$ cat config.mk
export PLATFORM = sky130hd
export DESIGN_NAME = acs_pmu
export DESIGN_NICKNAME = d
export VERILOG_FILES = /design/src/rtl/pmu_pkg.sv /design/src/rtl/pmu_cs2.sv /design/src/rtl/pmu_acs.sv /design/src/rtl/pmu_min_tree.sv /design/src/rtl/acs_pmu.sv
export SDC_FILE = /design/constraint.sdc
export NUM_CORES = 1
export LEC_CHECK = 0
export ABC_AREA = 1
export CAP_MARGIN = 10
export CORE_MARGIN = 5
export CORE_UTILIZATION = 50
export DETAILED_ROUTE_END_ITERATION = 16
export DONT_BUFFER_PORTS = 1
export HOLD_SLACK_MARGIN = 0.12
export PLACE_DENSITY = 0.73
export SLEW_MARGIN = 40
export SYNTH_ARGS = -nofsm -noshare
export SYNTH_HDL_FRONTEND = slang
export SYNTH_HIERARCHICAL = 1
export SYNTH_SLANG_ARGS = --single-unit
$ cat constraint.sdc
create_clock -name clk -period 9.75 [get_ports clk]
set_clock_uncertainty 0.15 [all_clocks]
set_input_delay 0 -clock clk [delete_from_list [all_inputs] [get_ports clk]]
set_output_delay 0 -clock clk [all_outputs]
set_load 0.05 [all_outputs]
$ cat src/rtl/pmu_pkg.sv
package pmu_pkg;

    typedef enum logic [0:0] {
        ST_IDLE = 1'b0,
        ST_RUN  = 1'b1
    } pmu_state_e;

endpackage

$ cat src/rtl/pmu_cs2.sv
// Two-input compare-select decision: scans from the top bit downward and
// stops at the first bit where the operands disagree.
module pmu_cs2 #(
    parameter int W = 8
) (
    input  logic [W-1:0] a_i,
    input  logic [W-1:0] b_i,
    output logic         pick_b_o
);

    logic seen;

    always_comb begin
        seen     = 1'b0;
        pick_b_o = 1'b0;
        for (int i = W - 1; i >= 0; i--) begin
            if (!seen && (a_i[i] != b_i[i])) begin
                seen     = 1'b1;
                pick_b_o = a_i[i];   // a holds the 1 -> a larger -> take b
            end
        end
    end

endmodule

$ cat src/rtl/pmu_acs.sv
module pmu_acs #(
    parameter int W  = 8,
    parameter int BW = 4
) (
    input  logic [W-1:0]  pm0_i,
    input  logic [W-1:0]  pm1_i,
    input  logic [BW-1:0] bm0_i,
    input  logic [BW-1:0] bm1_i,
    output logic [W-1:0]  pm_o,
    output logic          dec_o
);

    logic [W:0]   wide0, wide1;
    logic [W-1:0] sum0, sum1;

    assign wide0 = {1'b0, pm0_i} + (W+1)'(bm0_i);
    assign wide1 = {1'b0, pm1_i} + (W+1)'(bm1_i);
    assign sum0  = wide0[W] ? {W{1'b1}} : wide0[W-1:0];
    assign sum1  = wide1[W] ? {W{1'b1}} : wide1[W-1:0];

    pmu_cs2 #(.W(W)) u_cs (
        .a_i      (sum0),
        .b_i      (sum1),
        .pick_b_o (dec_o)
    );

    assign pm_o = dec_o ? sum1 : sum0;

endmodule

$ cat src/rtl/pmu_min_tree.sv
module pmu_min_tree #(
    parameter int N = 8,
    parameter int W = 8
) (
    input  logic [N*W-1:0] vals_i,
    output logic [W-1:0]   min_o
);

    logic [W-1:0] node [1:2*N-1];

    for (genvar g = 0; g < N; g++) begin : g_leaf
        assign node[N+g] = vals_i[g*W +: W];
    end

    for (genvar k = 1; k < N; k++) begin : g_cell
        logic pick;
        pmu_cs2 #(.W(W)) u_cs (
            .a_i      (node[2*k]),
            .b_i      (node[2*k+1]),
            .pick_b_o (pick)
        );
        assign node[k] = pick ? node[2*k+1] : node[2*k];
    end

    assign min_o = node[1];

endmodule

$ cat src/rtl/acs_pmu.sv
module acs_pmu #(
    parameter int M    = 3,
    parameter int W    = 8,
    parameter int BW   = 4,
    parameter int G0   = 15,
    parameter int G1   = 13,
    parameter int INIT = (1 << W) - 1 - (1 << (BW - 1))
) (
    input  logic                  clk,
    input  logic                  rst_n,
    input  logic                  valid_in,
    input  logic                  start,
    input  logic [4*BW-1:0]       bm_in,
    output logic                  valid_out,
    output logic [(1<<M)*W-1:0]   pm_out,
    output logic [(1<<M)-1:0]     dec_out
);

    import pmu_pkg::*;

    localparam int N    = 1 << M;
    localparam int HALF = N / 2;

    pmu_state_e   state_q, state_d;
    logic         accept;
    logic [W-1:0] pm_q   [N];
    logic [W-1:0] pm_src [N];
    logic [W-1:0] pm_new [N];
    logic [W-1:0] pm_nrm [N];
    logic [N-1:0] dec_new;
    logic [N*W-1:0] pm_new_flat;
    logic [W-1:0] pm_min;

    // ---------------- controller ----------------
    assign accept = valid_in && (start || (state_q == ST_RUN));

    always_ff @(posedge clk or negedge rst_n) begin
        if (!rst_n) state_q <= ST_IDLE;
        else        state_q <= state_d;
    end

    always_comb begin
        state_d = state_q;
        unique case (state_q)
            ST_IDLE: if (valid_in && start) state_d = ST_RUN;
            ST_RUN:  state_d = ST_RUN;
        endcase
    end

    // ---------------- predecessor metric source ----------------
    always_comb begin
        for (int i = 0; i < N; i++) begin
            if (start) pm_src[i] = (i == 0) ? '0 : W'(INIT);
            else       pm_src[i] = pm_q[i];
        end
    end

    // ---------------- ACS array ----------------
    for (genvar j = 0; j < N; j++) begin : g_acs
        localparam int P0   = j >> 1;
        localparam int P1   = P0 + HALF;
        localparam int V0   = j;
        localparam int V1   = j + N;
        localparam int SYM0 = 2 * int'(^(G0 & V0)) + int'(^(G1 & V0));
        localparam int SYM1 = 2 * int'(^(G0 & V1)) + int'(^(G1 & V1));

        pmu_acs #(.W(W), .BW(BW)) u_acs (
            .pm0_i (pm_src[P0]),
            .pm1_i (pm_src[P1]),
            .bm0_i (bm_in[SYM0*BW +: BW]),
            .bm1_i (bm_in[SYM1*BW +: BW]),
            .pm_o  (pm_new[j]),
            .dec_o (dec_new[j])
        );

        assign pm_new_flat[j*W +: W] = pm_new[j];
        assign pm_nrm[j]             = pm_new[j] - pm_min;
        assign pm_out[j*W +: W]      = pm_q[j];
    end

    // ---------------- normalization ----------------
    pmu_min_tree #(.N(N), .W(W)) u_min (
        .vals_i (pm_new_flat),
        .min_o  (pm_min)
    );

    // ---------------- output registers ----------------
    always_ff @(posedge clk or negedge rst_n) begin
        if (!rst_n) begin
            valid_out <= 1'b0;
            dec_out   <= '0;
            for (int i = 0; i < N; i++) pm_q[i] <= '0;
        end else begin
            valid_out <= accept;
            if (accept) begin
                dec_out <= dec_new;
                for (int i = 0; i < N; i++) pm_q[i] <= pm_nrm[i];
            end
        end
    end

endmodule

# == Word-level counts from Yosys, hierarchy flattened ==
# Cells that the tools add are included.
# classes
n_addsub,24
n_bitwise,1
n_reduce_logical,213
mux,266
n_eq_ne,120
# op_table
cell,count
two-way mux 8 bit,39
two-way mux 1 bit,226
adder 8 x 4 -> 9 bit,16
!= test 1 bit,120
logical AND 1 bit,107
logical NOT 1 bit,105
subtractor 8 bit,8
case mux 1 bit (2 select lines),1
logical OR 1 bit,1
NOT 1 bit,1
# totals
in_bits,20
regBits,74
output_inout_bits,73

# == Logic depth before layout (Yosys ltp) ==
# depth
ltp_word,100
mapped_depth,76
mapped_depth_nobuf,71

# == Cells and area by module ==
# The synthesis kept the hierarchy.
# modules_own_cells
mod,instances,area_per_inst_um2,cells_each,seq_area_each_um2
acs_pmu,1,5741.8,812,1851.8
pmu_cs2,15,272.8,55,0.0
pmu_acs at g_acs[0].u_acs ...,5,689.4,132,0.0
pmu_acs at g_acs[6].u_acs ...,2,688.2,134,0.0
pmu_min_tree,1,1127.3,206,0.0
pmu_acs at g_acs[5].u_acs,1,701.9,133,0.0

# == Worst setup path after synthesis ==
# Ideal clock, no wire load.
# synth_timing
path_kind,register to register
from,reg pm_q (netlist bit pm_out[24])
to,reg pm_q (netlist bit pm_out[18])
t_arrival_ps,8147
stages_incl_launch_ff,56
path_buffers,5
period_less_slack_ps,8428
t_required_ps,9469
slack_ps,1322
setup_time_ps,131
path_cell_list,dfrtp_1 or2_2 ha_1 fa_1 nand3_1 nand2_2 nand4_4 nand3_1 ha_1 a21boi_2 nand3_1 nand3b_4 nand2_2 clkbuf_1 inv_1 nand2_1 nand2_1 ha_1 (+20 left out) inv_1 ha_1 a21boi_2 nand2_1 nand2_1 nand2_1 nand3_1 nand2_2 buf_2 inv_1 nand3_1 nand2_1 buf_4 inv_1 fa_1 or2_2 nand3_1 o21ai_0
# synth_lines
element,line_no,source
"start, declared",acs_pmu.sv:26,logic [W-1:0] pm_q [N];

==> results_dict.tcl <==
set metrics [dict create \
    place_congestion 0.986 \
    drt_first_pass_iters 6 \
    final_cell_count_no_fill 3388 \
    critPathSlowestCell "dfrtp_2" \
    synth_edf_count 0 \
    endpoint "pm_out[22]" \
    num_vias 18000 \
    yosysTopAreaCellShare_pct 25.4 \
    slew_headroom_pct 56.8 \
    finalCritPeriodShare_pct 92.8 \
    placed_cell_area_um2 17100 \
    top_layer "met4" \
    grt_pass1_wl_mm 82.4 \
    boundaryPins 93 \
    clk_latency_ns 0.37 \
    syn_to_final_growth_pct 7.79 \
    reg2reg_from "pm_out[49]" \
    clk_pin_slew_ns 0.07 \
    fill_cells 3330 \
    hp-class "in2async" \
    dieArea_um2 36700 \
    nets 3120 \
    synth.largest_area_cell "nand2_1" \
    ff2ff_setup_slack_ns 0.70 \
    start_kind "register" \
    core_um2 32500 \
    cts_root_buf "clkbuf_16" \
    initial_core_util_pct 50.7 \
    hold_viol_final 0 \
    synthTopCellsByArea "nand2_1 25%, dfrtp_1 11%, inv_1 11%" \
    grtUsageTotal_pct 27.5 \
    synthesis.area_um2 16500 \
    drt_wl_total_mm 50.5 \
    crit_start "pm_out[49]" \
    synth.avg_cell_area_um2 5.68 \
    slew_violations 0 \
    cpMostUsedCell "nand2_1" \
    crit_family "simple AND/OR/NAND/NOR gates" \
    min_period_ns 9.05 \
    status "complete, no violations" \
    ys.flop_type "dfrtp_1" \
    synthCells 2904 \
    die_y_um 192 \
    viasPerCell 5.31 \
    wl_met1_mm 22.3 \
    setup_viol 0 \
    htree_levels 3 \
    ys_ff_latch 74 \
    worstSetupEndpointType "register" \
    clk_path_buf_depth 2 \
    cp_max_fo 10 \
    max_freq_mhz 110 \
    rows 66 \
    met3_wirelength_mm 3.62 \
    antenna_found_initial 0 \
    drive_gt1_share_pct 12.9 \
    ys_warn_count 6 \
    critPathBufInv 10 \
    place_inst 3353 \
    r2r_cells 57 \
    cts_buffers 9 \
    async_flop_share_pct 100 \
    max_stage_delay_ns 0.52 \
    tightest_slew_ns 0.647 \
    cp_data_required_time_ns 9.86 \
    wl_per_cell_um 14.9 \
    reg2reg_to "pm_out[22]" \
    first_iter_violations 1540 \
    io_buffers 0 \
    ys_types 38 \
    clock-sinks 74 \
    grt.overflow.total 0 \
    drcViolationCount 0 \
    wl_met2_mm 23.1 \
    dp_hpwl_mm 40.9 \
    cp.depth 57 \
    final_util_pct 54.6 \
    ys_seq_area_share_pct 11.2 \
    crit_type "reg2reg" \
    tns_ns 0 \
    final_antenna_net_count 0 \
    die_x_um 192 \
    grt_pass1_vias 16600 \
    drv_cap 0 \
    antenna_cells 0 \
    critPathArrivalTime_ns 9.16 \
    grt_max_degree 75 \
    syn_nets 3083 \
    postLayoutCellArea_um2 17800 \
    cts_tree "done" \
    rsz0062_at_grt "no" \
]
-- flip-flops by register name (all words and copies together) (netlist names) --
| name | count |
|---|---|
| state_q | 1 |
| valid_out | 1 |
| dec_out | 8 |
| pm_out | 64 |
-- synth_stat cells (24+ instances only) --
cell type,n
nand2_1,1114
inv_1,465
nand3_1,299
ha_1,135
nor2_1,135
nand2_2,91
dfrtp_1,74
or2_2,72
o21ai_0,56
a21oi_1,51
and2_1,39
nand3b_1,38
nand4_1,37
nor2_2,30
o22ai_1,29
fa_1,24
-- cell families (layout without fill, tap and decap cells) --
kind of cell,count (synthesis),after routing,share of synthesized area (%)
compound gates,190,190,6.90
xor+xnor,25,25,1.33
fa+ha+maj,159,159,13.2
buf+inv,548,590,13.3
flops,74,74,11.2
simple gates,1908,1908,54.1
-- layout by cell type (no fill, tap or decap), types with 30 or more instances in the layout --
| cell type | n |
|---|---|
| nand3_1 | 299 |
| dfrtp_1 | 69 |
| ha_1 | 135 |
| a21oi_1 | 51 |
| nand2_2 | 89 |
| nand3b_1 | 38 |
| and2_1 | 39 |
| nor2_1 | 135 |
| buf_4 | 65 |
| nand4_1 | 37 |
| or2_2 | 72 |
| nand2_1 | 1112 |
| nor2_2 | 30 |
| o21ai_0 | 56 |
| inv_1 | 456 |
-- worst min-delay path by stage --
stage / from / to / slack, ns / cells after the start
global route: rst_n / valid_out / 0.19 / 3
finish: rst_n / valid_out / 0.14 / 3
CTS: rst_n / valid_out / 0.13 / 3
detailed placement: rst_n / dec_out[0] / -0.44 / 0
floorplan: rst_n / dec_out[0] / -0.45 / 0
global placement: rst_n / dec_out[0] / -0.44 / 0
-- area by class of cell --
cell class	instances	area, um2	area share [%]
Tap cell	442	553	3.11
Multi-Input combinational cell	2282	12500	70.2
Sequential cell	74	1860	10.5
Clock buffer	11	243	1.37
Clock inverter	5	125	0.704
Timing Repair Buffer	71	593	3.34
Inverter	503	1930	10.9
-- per-stage QoR --
stage / setup WS [ns] / hold WS, ns
6_report: 0.698 / 0.139
5_1_grt: 0.0204 / 0.189
4_1_cts: 0.387 / 0.128
3_5_place_dp: 0.432 / -0.444
3_3_place_gp: 0.634 / -0.444
2_1_floorplan: 1.32 / -0.446
-- routing by layer --
layer  vias to the layer above  global-route usage, %
li1                       9165                      -
met4                         0                   9.42
met2                       587                   46.3
met1                      8154                   35.6
met5                         -                      0
met3                        97                   4.71
-- tightest hold or removal path: cells and delay by family --
family / cells / cell delay (ns)
buffers and inverters: 3 / 1.08
-- timing repair --
item / CTS / global route
endpoints found under the setup margin: 0 / 56
buffers inserted: 0 / 14
hold buffers: 5 / 0
endpoints found under the hold margin: 86 / 0
gates resized for setup: 0 / 21
Power is not shown: default switching activity piles up to over one toggle a cycle in this logic, so the estimate is an artifact.
